File: src/rtl/pio_pkg.sv
package pio_pkg;
    localparam int unsigned REG_AW = 3;

    localparam logic [REG_AW-1:0] OFS_DIR  = 3'd0;
    localparam logic [REG_AW-1:0] OFS_DATA = 3'd1;
    localparam logic [REG_AW-1:0] OFS_TRIG = 3'd3;
    localparam logic [REG_AW-1:0] OFS_PEND = 3'd4;

    // Per-input trigger field: bit 0 = falling, bit 1 = rising
    typedef enum logic [1:0] {
        TRIG_OFF  = 2'b00,
        TRIG_FALL = 2'b01,
        TRIG_RISE = 2'b10,
        TRIG_BOTH = 2'b11
    } trig_e;
endpackage

File: src/rtl/pio_in_sync.sv
module pio_in_sync #(
    parameter int unsigned N_IN = 4
) (
    input  logic            clk,
    input  logic            rst_n,
    input  logic [N_IN-1:0] pin_in,
    output logic [N_IN-1:0] level,
    output logic [N_IN-1:0] rise,
    output logic [N_IN-1:0] fall
);
    for (genvar g = 0; g < N_IN; g++) begin : g_line
        logic meta_q, sync_q, prev_q;

        always_ff @(posedge clk or negedge rst_n) begin
            if (!rst_n) begin
                meta_q <= 1'b0;
                sync_q <= 1'b0;
                prev_q <= 1'b0;
            end else begin
                meta_q <= pin_in[g];
                sync_q <= meta_q;
                prev_q <= sync_q;
            end
        end

        assign level[g] = sync_q;
        assign rise[g]  = sync_q & ~prev_q;
        assign fall[g]  = ~sync_q & prev_q;

        assert_edge_excl_R6: assert property (@(posedge clk) disable iff (!rst_n)
            !(rise[g] && fall[g]));
    end
endmodule

File: src/rtl/pio_edge_qual.sv
module pio_edge_qual
    import pio_pkg::*;
#(
    parameter int unsigned N_IN = 4
) (
    input  logic [2*N_IN-1:0] trig_cfg,
    input  logic [N_IN-1:0]   rise,
    input  logic [N_IN-1:0]   fall,
    output logic [N_IN-1:0]   evt
);
    always_comb begin
        for (int n = 0; n < N_IN; n++) begin
            unique case (trig_e'(trig_cfg[2*n +: 2]))
                TRIG_OFF:  evt[n] = 1'b0;
                TRIG_FALL: evt[n] = fall[n];
                TRIG_RISE: evt[n] = rise[n];
                TRIG_BOTH: evt[n] = rise[n] | fall[n];
                default:   evt[n] = 1'b0;
            endcase
        end
    end
endmodule

File: src/rtl/pio_pend_latch.sv
module pio_pend_latch #(
    parameter int unsigned N_IN = 4
) (
    input  logic            clk,
    input  logic            rst_n,
    input  logic [N_IN-1:0] evt,
    input  logic [N_IN-1:0] clr,
    output logic [N_IN-1:0] pend
);
    logic [N_IN-1:0] pend_q;

    // IDLE -> PENDING on evt; PENDING -> IDLE on clr unless evt
    always_ff @(posedge clk or negedge rst_n) begin
        if (!rst_n) pend_q <= '0;
        else        pend_q <= (pend_q & ~clr) | evt;
    end

    assign pend = pend_q;

    for (genvar g = 0; g < N_IN; g++) begin : g_chk
        assert_clear_takes_R7: assert property (@(posedge clk) disable iff (!rst_n)
            (clr[g] && !evt[g]) |=> !pend[g]);
        assert_edge_wins_R8: assert property (@(posedge clk) disable iff (!rst_n)
            evt[g] |=> pend[g]);
        assert_hold_R6: assert property (@(posedge clk) disable iff (!rst_n)
            (!clr[g] && !evt[g]) |=> $stable(pend[g]));
    end
endmodule

File: src/rtl/pio_edge_port.sv
module pio_edge_port
    import pio_pkg::*;
#(
    parameter int unsigned N_OUT = 4,
    parameter int unsigned N_IN  = 4
) (
    input  logic              clk,
    input  logic              rst_n,
    input  logic [REG_AW-1:0] bus_addr,
    input  logic              bus_rd,
    input  logic              bus_wr,
    input  logic [7:0]        bus_wdata,
    output logic [7:0]        bus_rdata,
    input  logic [N_IN-1:0]   pin_in,
    output logic [N_OUT-1:0]  pin_out,
    output logic              irq
);
    localparam int unsigned DATA_W = N_OUT + N_IN;
    localparam int unsigned TRIG_W = 2 * N_IN;
    localparam logic [DATA_W-1:0] DIR_FIXED = {{N_IN{1'b0}}, {N_OUT{1'b1}}};

    logic [N_OUT-1:0]  out_q;
    logic [TRIG_W-1:0] trig_q;
    logic [N_IN-1:0]   in_level, in_rise, in_fall, evt, clr, pend;
    logic              wr_data, wr_trig, wr_pend;

    assign wr_data = bus_wr && (bus_addr == OFS_DATA);
    assign wr_trig = bus_wr && (bus_addr == OFS_TRIG);
    assign wr_pend = bus_wr && (bus_addr == OFS_PEND);

    always_ff @(posedge clk or negedge rst_n) begin
        if (!rst_n) begin
            out_q  <= '0;
            trig_q <= '0;
        end else begin
            if (wr_data) out_q  <= bus_wdata[N_OUT-1:0];
            if (wr_trig) trig_q <= bus_wdata[TRIG_W-1:0];
        end
    end

    assign clr = wr_pend ? bus_wdata[N_IN-1:0] : '0;

    pio_in_sync #(.N_IN(N_IN)) u_sync (
        .clk    (clk),
        .rst_n  (rst_n),
        .pin_in (pin_in),
        .level  (in_level),
        .rise   (in_rise),
        .fall   (in_fall)
    );

    pio_edge_qual #(.N_IN(N_IN)) u_qual (
        .trig_cfg (trig_q),
        .rise     (in_rise),
        .fall     (in_fall),
        .evt      (evt)
    );

    pio_pend_latch #(.N_IN(N_IN)) u_pend (
        .clk   (clk),
        .rst_n (rst_n),
        .evt   (evt),
        .clr   (clr),
        .pend  (pend)
    );

    always_comb begin
        bus_rdata = '0;
        if (bus_rd) begin
            unique case (bus_addr)
                OFS_DIR:  bus_rdata = DIR_FIXED;
                OFS_DATA: bus_rdata = {in_level, out_q};
                OFS_TRIG: bus_rdata = trig_q;
                OFS_PEND: bus_rdata = {{(DATA_W-N_IN){1'b0}}, pend};
                default:  bus_rdata = '0;
            endcase
        end
    end

    assign pin_out = out_q;
    assign irq     = |pend;

    assert_out_load_R3: assert property (@(posedge clk) disable iff (!rst_n)
        wr_data |=> pin_out == $past(bus_wdata[N_OUT-1:0]));
    assert_out_hold_R3: assert property (@(posedge clk) disable iff (!rst_n)
        !wr_data |=> $stable(pin_out));
    assert_trig_hold_R5: assert property (@(posedge clk) disable iff (!rst_n)
        !wr_trig |=> $stable(trig_q));
    assert_pend_upper_R6: assert property (@(posedge clk) disable iff (!rst_n)
        (bus_rd && bus_addr == OFS_PEND) |-> bus_rdata[7:N_IN] == '0);
    assert_irq_cause_R9: assert property (@(posedge clk) disable iff (!rst_n)
        $rose(irq) |-> $past(|evt));
    assert_irq_drop_R9: assert property (@(posedge clk) disable iff (!rst_n)
        $fell(irq) |-> $past(wr_pend));
endmodule

File: config.mk
export PLATFORM = sky130hd
export DESIGN_NAME = pio_edge_port
export DESIGN_NICKNAME = d
export VERILOG_FILES = /design/src/rtl/pio_pkg.sv /design/src/rtl/pio_in_sync.sv /design/src/rtl/pio_edge_qual.sv /design/src/rtl/pio_pend_latch.sv /design/src/rtl/pio_edge_port.sv
export SDC_FILE = /design/constraint.sdc
export NUM_CORES = 1
export LEC_CHECK = 0
export ABC_CLOCK_PERIOD_IN_PS = 1100
export BUFFER_PORTS_ARGS = -buffer_cell sky130_fd_sc_hd__buf_2
export CORE_MARGIN = 1.5
export CORE_UTILIZATION = 37
export CTS_BUF_LIST = sky130_fd_sc_hd__clkbuf_16
export DETAILED_ROUTE_END_ITERATION = 10
export PLACE_DENSITY = 0.65
export SETUP_SLACK_MARGIN = 0.2
export SKIP_CTS_REPAIR_TIMING = 1
export SYNTH_ARGS = -nofsm -noshare
export SYNTH_HDL_FRONTEND = slang
export SYNTH_SLANG_ARGS = --single-unit
File: constraint.sdc
create_clock -name clk -period 1.1 [get_ports clk]
set_input_delay 0.11 -clock clk [delete_from_list [all_inputs] [get_ports clk]]
set_output_delay 0.11 -clock clk [all_outputs]
set_load 0.02 [all_outputs]
==> out/qor.txt, run 1 <==
RSZ-0062 raised after global routing - true
Post-layout worst setup margin - -334 ps
DRC violations left - 0
Root Buffer - clkbuf_16
YS warnings - 0
Cells after synthesis - 112
Htree depth - 1
Failing checks - setup timing
Post-synth net total - 139
Synth Flop Type - dfrtp_1
Buf+Inv Stages, Crit Path - 1
Status - complete, but fails checks
Die area - 0.00395 mm2
Top post-synthesis cells by count - 28 x dfrtp_1, 12 x inv_1, 12 x mux2_2
Period utilization - 130%
Setup Skew - 1.41 ps
Total power draw - 3.05 mW
Post-synthesis cell type count - 18
Net count, final - 193
CTS tree - done
Critical Path Fanout Max - 2
Post-synthesis mux area share - 15.5%
Register area share after synthesis - 52.9%
CP Capture Type - output pin
Hold Crit Class - in2reg
Vias in the first global route - 958
Synthesized area per cell - 11.8 um2
Fillcell total - 282
Port Buffers - 31
Rows - 21
Worst EP required - 990 ps
Adder-cell share of the synthesized area - 7.56%
Gr usage total - 14.6%
Pwr Density - 1560 mW/mm2
Compound-Gate Fraction of Synth Area - 9.07%
GPL Wtd Cong - 0.752
Storage cell area - 707 um2
Post-synth top area share - 52.9%
Cell Chain, Critical Path - or4_4, buf_6
Area of the multi-input gates - 647 um2
Clock sinks - 28
Type of the worst setup path - reg2out
Die span in x - 62.8 um
Via count - 1020
First-pass DRT Iterations - 4
CTS buffer count - 3
Clk pin slew, worst setup/hold paths - 70 ps
Worst setup SP type - flop
Initial DRC count - 28
CP max-delay cell - or4_4
CP delay by family, top - simple AND/OR/NAND/NOR gates
Ranking of synthesized cells by area - dfrtp_1 53%, mux2_2 10%, ha_1 7.6%
Async SR Flop Fraction - 100%
Largest area contributor in the netlist - dfrtp_1
Final Setup Violations - 13
Maxcap violations - 0
Crit path largest cell delay - 520 ps
Worst-Skew Late Latency - 260 ps
Largest net degree at the start of global routing - 19
DRT antenna net count - 0
Largest family of logic cells by synthesized area - multiplexers
Max clock buf depth - 2
Die height - 62.8 um
Post-DP HPWL - 2090 um
Fin. Hold Viols - 0
CORE AREA - 0.00339 mm2
Area growth, synth to finish - 48.2%
Mapped Area - 0.00132 mm2
Initial antenna violation count - 0
Grt ovf - 0
Vias/cell - 4.83
Worst hold slack - 79.9 ps
Drt total wl - 2820 um
Share of layout cells above drive strength 1 - 50.9%
Min cycle time layout - 1430 ps
Top-count cell post-synth - dfrtp_1
# IOs - 32
Synth Area in Simple Gates - 10.7%
ANT cells - 0
Post-Synth XOR/XNOR Area - 0%
First-pass GRT wire length - 4520 um
Maximum vdd ir drop - 788 uV
CP arrival - 1320 ps
Setup TNS - -1920 ps
Initial Util - 39.1%
Wire length per cell - 13.4 um
Max-slew violations - 0
Worst slew pin tran - 430 ps
EDFF count, synth - 0
Slew headroom - 71.2%
Yosys reg bits - 28
Max Fclk - 697 MHz
Leak pwr - 0.926 nW
path summary, 6_finish.rpt:
| path | end | startpoint | slack [ps] | depth (start not counted) |
|---|---|---|---|---|
| max in group asynchronous | pin_out[0] | rst_n | 470 | 3 |
| worst max register to register | u_pend.pend[3] | u_sync.g_line[3].sync_q | -100 | 3 |
| worst min register to register | u_sync.g_line[2].sync_q | u_sync.g_line[2].meta_q | 350 | 0 |
| min in group asynchronous | u_sync.g_line[2].meta_q | rst_n | 250 | 2 |
| worst max-delay path | irq | u_pend.pend[3] | -330 | 2 |
| worst min-delay path | trig_q[4] | bus_wdata[4] | 80 | 2 |
metal layers:
metal  wire length [um]  vias to the layer above  share of wire [%]  GRT usage [%]
li1                   -                      491                  -              -
met1               1220                      501                 43           18.9
met2               1450                       26                 51           23.7
met3                132                        2                4.7           4.32
met4                 18                        0               0.64           4.17
met5                  0                        -                  0              0
state kept, by name (all words and copies together), names as in the netlist:
register	flops
trig_q	8
u_pend.pend	4
u_sync.g_line.sync_q	4
pin_out	4
u_sync.g_line.meta_q	4
u_sync.g_line.prev_q	4
logic make-up (layout without fill, tap and decap cells):
kind of cell               after synthesis  count (layout)
adders and majority gates                8               8
muxes                                   19              19
AOI/OAI and AO/OA                       18              18
and+or+nand+nor                         26              26
buffers and inverters                   13              66
DFF                                     28              28
stage by stage:
step                      instance area, um2  worst slack [ps]  cells  utilization [%]
after floorplan                         1380             -29.8    112                -
after global placement                  1650             -65.1    197             48.6
after detailed placement                1650             -91.5    197             48.6
after CTS                               1750              -360    201             51.7
after global routing                    1960              -374    211             57.9
final                                   1960              -334    211             57.9
report_power, final:
group | internal, mW | switching (mW) | total [mW]
logic | 0.388 | 0.271 | 0.659
registers | 1.18 | 0.156 | 1.34
clock network | 0.724 | 0.329 | 1.05
final cells by class:
cell class,count,area share (%)
multi-input cells,71,33.0
clock buffers,3,3.83
clock inverters,1,1.53
well taps,46,2.93
flip-flops and latches,28,36.0
inverters,12,2.30
repair buffers,50,20.4
cell usage in the layout (no fill, tap or decap):
cell,synthesis,final
a21oi_1,5,1
a21oi_2,0,4
and3b_2,1,2
inv_1,12,12
nand3_4,0,1
dlygate4sd3_1,0,5
buf_2,0,18
dfrtp_2,0,5
mux2i_1,7,7
and4bb_4,1,1
a22oi_2,0,4
buf_4,0,14
nor2_1,11,10
bufinv_16,0,1
mux2_2,12,7
ha_1,8,8
dfrtp_1,28,23
nor2b_4,1,1
clkbuf_16,0,3
o21ai_2,0,3
nor2_2,0,1
a221o_1,4,4
buf_6,1,12
o21ai_1,0,2
buf_12,0,1
mux2_4,0,5
nand2_1,9,9
or4_4,0,1
Power figures use the tool's default switching activity.
==> run 2: changes to the inputs <==
==> constraint.sdc (replaced) <==
create_clock -name clk -period 1.1 [get_ports clk]
set_input_delay 0.055 -clock clk [delete_from_list [all_inputs] [get_ports clk]]
set_output_delay 0.055 -clock clk [all_outputs]
set_load 0.02 [all_outputs]
==> run 2 against run 1 <==
The run ends with hold timing, setup timing left. Clock-buffer cell count unchanged. Global-route usage decreased by 0.20 points. Final cell count decreased by 2.4%. Combinational power decreased by 7.3%. Register-to-register slack about the same. Sequential power about the same. Total power decreased by 10%. Via count decreased by 0.69%. Wire length decreased by 4.0%. Largest cell class unchanged. Largest power group unchanged.
==> out/qor.txt, run 2 (synthesis gave the netlist of run 1 again) <==
Share of layout cells above drive strength 1 - 48.1% (-2.8 points)
Placed Area - 0.00160 mm2 (-3.0%)
DRT antenna net count - 0 (unchanged)
Net count, final - 188 (-2.6%)
Min cycle time layout - 1370 ps (-66.7 ps)
Cell area after layout - 0.00184 mm2 (-6.1%)
CORE AREA - 0.00339 mm2 (unchanged)
Leak pwr - 0.868 nW (-6.3%)
# IOs - 32 (unchanged)
DRC violations left - 0 (unchanged)
Reg with most FFs - trig_q
Largest net degree at the start of global routing - 29 (+10)
Clock sinks - 28 (unchanged)
Max FFs per register - 8 (unchanged)
Worst-Skew Late Latency - 250 ps (about the same)
Worst EP required - 1040 ps (+50 ps)
Worst hold slack - -197 ps (-277 ps)
Final core utilization - 54.3% (-3.5 points)
CTS buffer count - 3 (unchanged)
Final Setup Violations - 12 (-1)
Port Buffers - 31 (unchanged)
Setup Skew - 1.72 ps (+0.317 ps)
Max-slew violations - 0 (unchanged)
Vias/cell - 4.92 (+1.7%)
Wire length per cell - 13.1 um (-1.7%)
Die span in x - 62.8 um (unchanged)
CP arrival - 1310 ps (about the same)
Slew headroom - 59.3% (-12 points)
RSZ-0062 raised after global routing - true
ANT cells - 0 (unchanged)
Maxcap violations - 0 (unchanged)
Hold Crit Class - in2async
Die area - 0.00395 mm2 (unchanged)
Initial Util - 39.1% (unchanged)
Setup TNS - -1150 ps (+770 ps)
Period utilization - 124% (-6.1 points)
First-pass DRT Iterations - 4 (unchanged)
Post-Place Worst Slack - -76.4 ps (+15.1 ps)
Grt ovf - 0 (unchanged)
GPL Wtd Cong - 0.725 (-3.6%)
Area growth, synth to finish - 39.1%
Pwr Density - 1490 mW/mm2 (-4.2%)
Commonest non-fill, non-tap cell in the layout - dfrtp_1
Drt total wl - 2710 um (-4.0%)
Max Fclk - 731 MHz (+4.9%)
Most frequent cells in the layout - 26 x dfrtp_1, 21 x buf_2, 12 x inv_1, 12 x mux2_2
CTS tree - done
Rows - 21 (unchanged)
Fin. Hold Viols - 28 (+28)
Worst slew pin tran - 611 ps (+180 ps)
Type of the worst setup path - reg2out
Placed Cells - 195 (-1.0%)
Initial antenna violation count - 0 (unchanged)
Htree depth - 1 (unchanged)
CP Capture Type - output pin
Non-filler instance count after layout - 206 (-2.4%)
Gr usage total - 14.4% (-0.20 points)
Root Buffer - clkbuf_16
Worst setup SP type - flop
Die height - 62.8 um (unchanged)
Failing checks - hold timing, setup timing
Maximum vdd ir drop - 729 uV (-7.5%)
Clk pin slew, worst setup/hold paths - 70 ps (about the same)
Status - complete, but fails checks
Critical Path Fanout Max - 2 (unchanged)
Post-layout worst setup margin - -267 ps (+66.7 ps)
Via count - 1013 (-0.69%)
Vias in the first global route - 969 (+1.1%)
Post-DP HPWL - 2070 um (-1.0%)
Initial DRC count - 46 (+64%)
First-pass GRT wire length - 4490 um (-0.62%)
Max clock buf depth - 2 (unchanged)
## run 2: cell count changes in the layout (fill, tap and decap cells not counted), sizes merged
cell         change
clkinv           +1
buf              -4
dlygate4sd3      -1
bufinv           -1
## run 2: stage by stage
stage / total power, mW / hold slack (ps)
finish: 2.74 / -197
CTS: 2.62 / -175
floorplan: 1.60 / -241
detailed placement: 1.82 / 99.3
global placement: 1.79 / 94.6
global route: 2.91 / -143
## run 2: report_power, final
part	leakage [nW]	switching, mW	total [mW]	internal [mW]
sequential	0.319	0.152	1.33	1.18
clock	0.0385	0.316	0.802	0.486
combinational	0.510	0.262	0.611	0.348
## run 2: path summary, 6_finish.rpt
check / cells past startpoint / from / slack [ps] / to
max: 2 / u_pend.pend[0] / -270 / irq
min: 1 / rst_n / -200 / trig_q[7]
max reg2reg: 3 / u_sync.g_line[0].sync_q / -100 / u_pend.pend[0]
min reg2reg: 0 / u_sync.g_line[1].meta_q / 350 / u_sync.g_line[1].sync_q
max in group asynchronous: 1 / rst_n / 860 / trig_q[2]
min in group clk: 2 / bus_wdata[4] / 30 / trig_q[4]
## run 2: worst max-delay path, stage by stage, from the launching register on
cell and delay (ps):
dfrtp_1 380, or4_4 540, buf_6 150
## run 2: layout make-up
class | instances | area [um2]
Tap cell | 46 | 57.6
Sequential cell | 28 | 703
Clock buffer | 3 | 75.1
Inverter | 12 | 45.0
Fill cell | 288 | 1550
Multi-Input combinational cell | 71 | 624
Clock inverter | 1 | 3.75
Timing Repair Buffer | 45 | 333
## run 2: routing by layer
layer	global-route usage (%)	share of wire, %	wire length [um]	vias up
met5	0	0	0	-
met4	5.00	1.1	31	0
met3	1.80	3.6	98	4
met2	23.8	51	1370	28
met1	19.4	44	1200	497
li1	-	-	-	484
==> run 3: changes to the inputs <==
--- a/config.mk
+++ b/config.mk
@@ -5,13 +5,15 @@
 export SDC_FILE = /design/constraint.sdc
 export NUM_CORES = 1
 export LEC_CHECK = 0
-export ABC_CLOCK_PERIOD_IN_PS = 1100
+export ABC_CLOCK_PERIOD_IN_PS = 1700
 export BUFFER_PORTS_ARGS = -buffer_cell sky130_fd_sc_hd__buf_2
+export CELL_PAD_IN_SITES_DETAIL_PLACEMENT = 2
+export CELL_PAD_IN_SITES_GLOBAL_PLACEMENT = 2
 export CORE_MARGIN = 1.5
-export CORE_UTILIZATION = 37
+export CORE_UTILIZATION = 36
 export CTS_BUF_LIST = sky130_fd_sc_hd__clkbuf_16
 export DETAILED_ROUTE_END_ITERATION = 10
-export PLACE_DENSITY = 0.65
+export PLACE_DENSITY = 0.86
 export SETUP_SLACK_MARGIN = 0.2
 export SKIP_CTS_REPAIR_TIMING = 1
 export SYNTH_ARGS = -nofsm -noshare
==> constraint.sdc (replaced) <==
create_clock -name clk -period 1.7 [get_ports clk]
set_input_delay 0.085 -clock clk [delete_from_list [all_inputs] [get_ports clk]]
set_output_delay 0.085 -clock clk [all_outputs]
set_load 0.02 [all_outputs]
==> run 3 against run 2 <==
Sequential cell count is the same. Non-clock buffer count shrank 9. Combinational power shrank 51%. The run now ends clean. Register-to-register slack gained 510 ps. Die area grew 2.6%. Utilization shrank 6.3 points. Total power shrank 38%. Final cell count shrank 4.4%. First-iteration DRC count shrank 74%. Setup slack gained 520 ps.
==> out/qor.txt, run 3 (synthesis gave the netlist of run 1 again) <==
Die span in x - 63.6 um (+1.3%)
Area growth, synth to finish - 25.0%
Grt ovf - 0 (unchanged)
Metal2 WL - 1820 um (+32%)
Initial antenna violation count - 0 (unchanged)
Cell area after layout - 0.00165 mm2 (-10%)
Worst EP required - 1620 ps (+580 ps)
Die height - 63.6 um (+1.3%)
Status - finished, final reports clean
Setup Skew - 2.92 ps (+1.20 ps)
Period utilization - 85.2%
CP Capture Type - output pin
CTS buffer count - 3 (unchanged)
Root Buffer - clkbuf_16
Clock sinks - 28 (unchanged)
Htree depth - 1 (unchanged)
Port Buffers - 31 (unchanged)
Max clock buf depth - 2 (unchanged)
Largest net degree at the start of global routing - 29 (unchanged)
Max Fclk - 691 MHz
Critical Path Fanout Max - 3 (+1)
Max FFs per register - 8 (unchanged)
Min cycle time layout - 1450 ps
Maximum vdd ir drop - 441 uV (-39%)
Most frequent cells in the layout - 31 x buf_2, 28 x dfrtp_1, 12 x inv_1, 12 x mux2_2, 11 x nor2_1
Net count, final - 179 (-4.8%)
Final Setup Violations - 0 (-12)
Worst Setup SP - u_pend.pend[2]
Maxcap violations - 0 (unchanged)
Uppermost layer routed - met4
Initial DRC count - 12 (-74%)
Post-DP HPWL - 2500 um (+21%)
Via count - 985 (-2.8%)
Worst setup SP type - flop
Routed metal-1 wire length - 1470 um (+23%)
Type of the worst setup path - reg2out
# IOs - 32 (unchanged)
CTS tree - done
Vias in the first global route - 1120 (+16%)
Met3 wire len - 100 um (+2.0%)
First-pass GRT wire length - 5450 um (+21%)
Die area - 0.00405 mm2 (+2.6%)
RSZ-0062 raised after global routing - false
Wire length per cell - 17.4 um (+33%)
Gr usage total - 18.3% (+3.9 points)
Clk pin slew, worst setup/hold paths - 70 ps (about the same)
CORE AREA - 0.00344 mm2 (+1.6%)
Worst hold slack - 51.2 ps (+248 ps)
Slew headroom - 58.2% (-1.1 points)
DRC violations left - 0 (unchanged)
Final core utilization - 48.1% (-6.3 points)
Worst slew pin tran - 627 ps (+16.5 ps)
Pwr Density - 1030 mW/mm2 (-31%)
Commonest non-fill, non-tap cell in the layout - buf_2
Max-slew violations - 0 (unchanged)
DRT antenna net count - 0 (unchanged)
Fin. Hold Viols - 0 (-100%)
Share of layout cells above drive strength 1 - 33.1% (-15 points)
Leak pwr - 0.806 nW (-7.2%)
CP arrival - 1360 ps (+50 ps)
ANT cells - 0 (unchanged)
Initial Util - 38.5% (-0.60 points)
First-pass DRT Iterations - 3 (-1)
Rows - 21 (unchanged)
Reg with most FFs - trig_q
Vias/cell - 5.00 (+1.7%)
Reg2reg start - u_sync.g_line[3].sync_q
GPL Wtd Cong - 0.772 (+6.5%)
Hold Crit Class - in2reg
Drt total wl - 3430 um (+27%)
Hold Path Origin - bus_wdata[6]
Setup TNS - 0 ps (+1150 ps)
Worst-Skew Late Latency - 260 ps (about the same)
Placed Area - 0.00153 mm2 (-4.5%)
-- run 3: cell types whose count changed in the layout (fill, tap and decap cells not counted), sizes merged --
cell / before / now
buf: 41 / 31
dlygate4sd3: 4 / 5
-- run 3: per-stage QoR --
step | std cells | total power, mW | setup WS (ps)
finish | 197 | 1.70 | 252
global route | 197 | 1.77 | 228
CTS | 192 | 1.71 | 247
detailed placement | 188 | 1.16 | 466
global placement | 188 | 1.13 | 520
floorplan | 112 | 1.03 | 545
-- run 3: final cells by class --
| class | instances | area [um2] |
|---|---|---|
| clock buffers | 3 | 75.1 |
| clock inverters | 1 | 3.75 |
| fillers | 358 | 1790 |
| inverters | 12 | 45.0 |
| multi-input cells | 71 | 567 |
| flip-flops and latches | 28 | 701 |
| well taps | 46 | 57.6 |
| repair buffers | 36 | 205 |
-- run 3: worst max-delay path: stages (launching register included) --
cell     delay [ps]
dfrtp_1         400
or4_1           530
buf_2           170
-- run 3: where the power goes --
group	switching, mW	internal [mW]	leakage [nW]
clock	0.224	0.315	0.0385
sequential	0.0985	0.760	0.321
combinational	0.154	0.148	0.446
total	0.476	1.22	0.806
-- run 3: final timing paths --
check | to | cells past startpoint | slack (ps)
max in group asynchronous | trig_q[1] | 2 | 920
hold reg to reg | u_sync.g_line[3].sync_q | 0 | 350
setup / recovery | irq | 2 | 250
min in group asynchronous | u_sync.g_line[1].prev_q | 2 | 370
hold / removal | trig_q[6] | 2 | 50
setup reg to reg | u_pend.pend[3] | 3 | 410
-- run 3: metal layers --
metal	track usage, %	up-vias
met2	34.5	29
met4	4.89	0
met3	2.14	5
met1	21.6	486
met5	0	-
li1	-	465
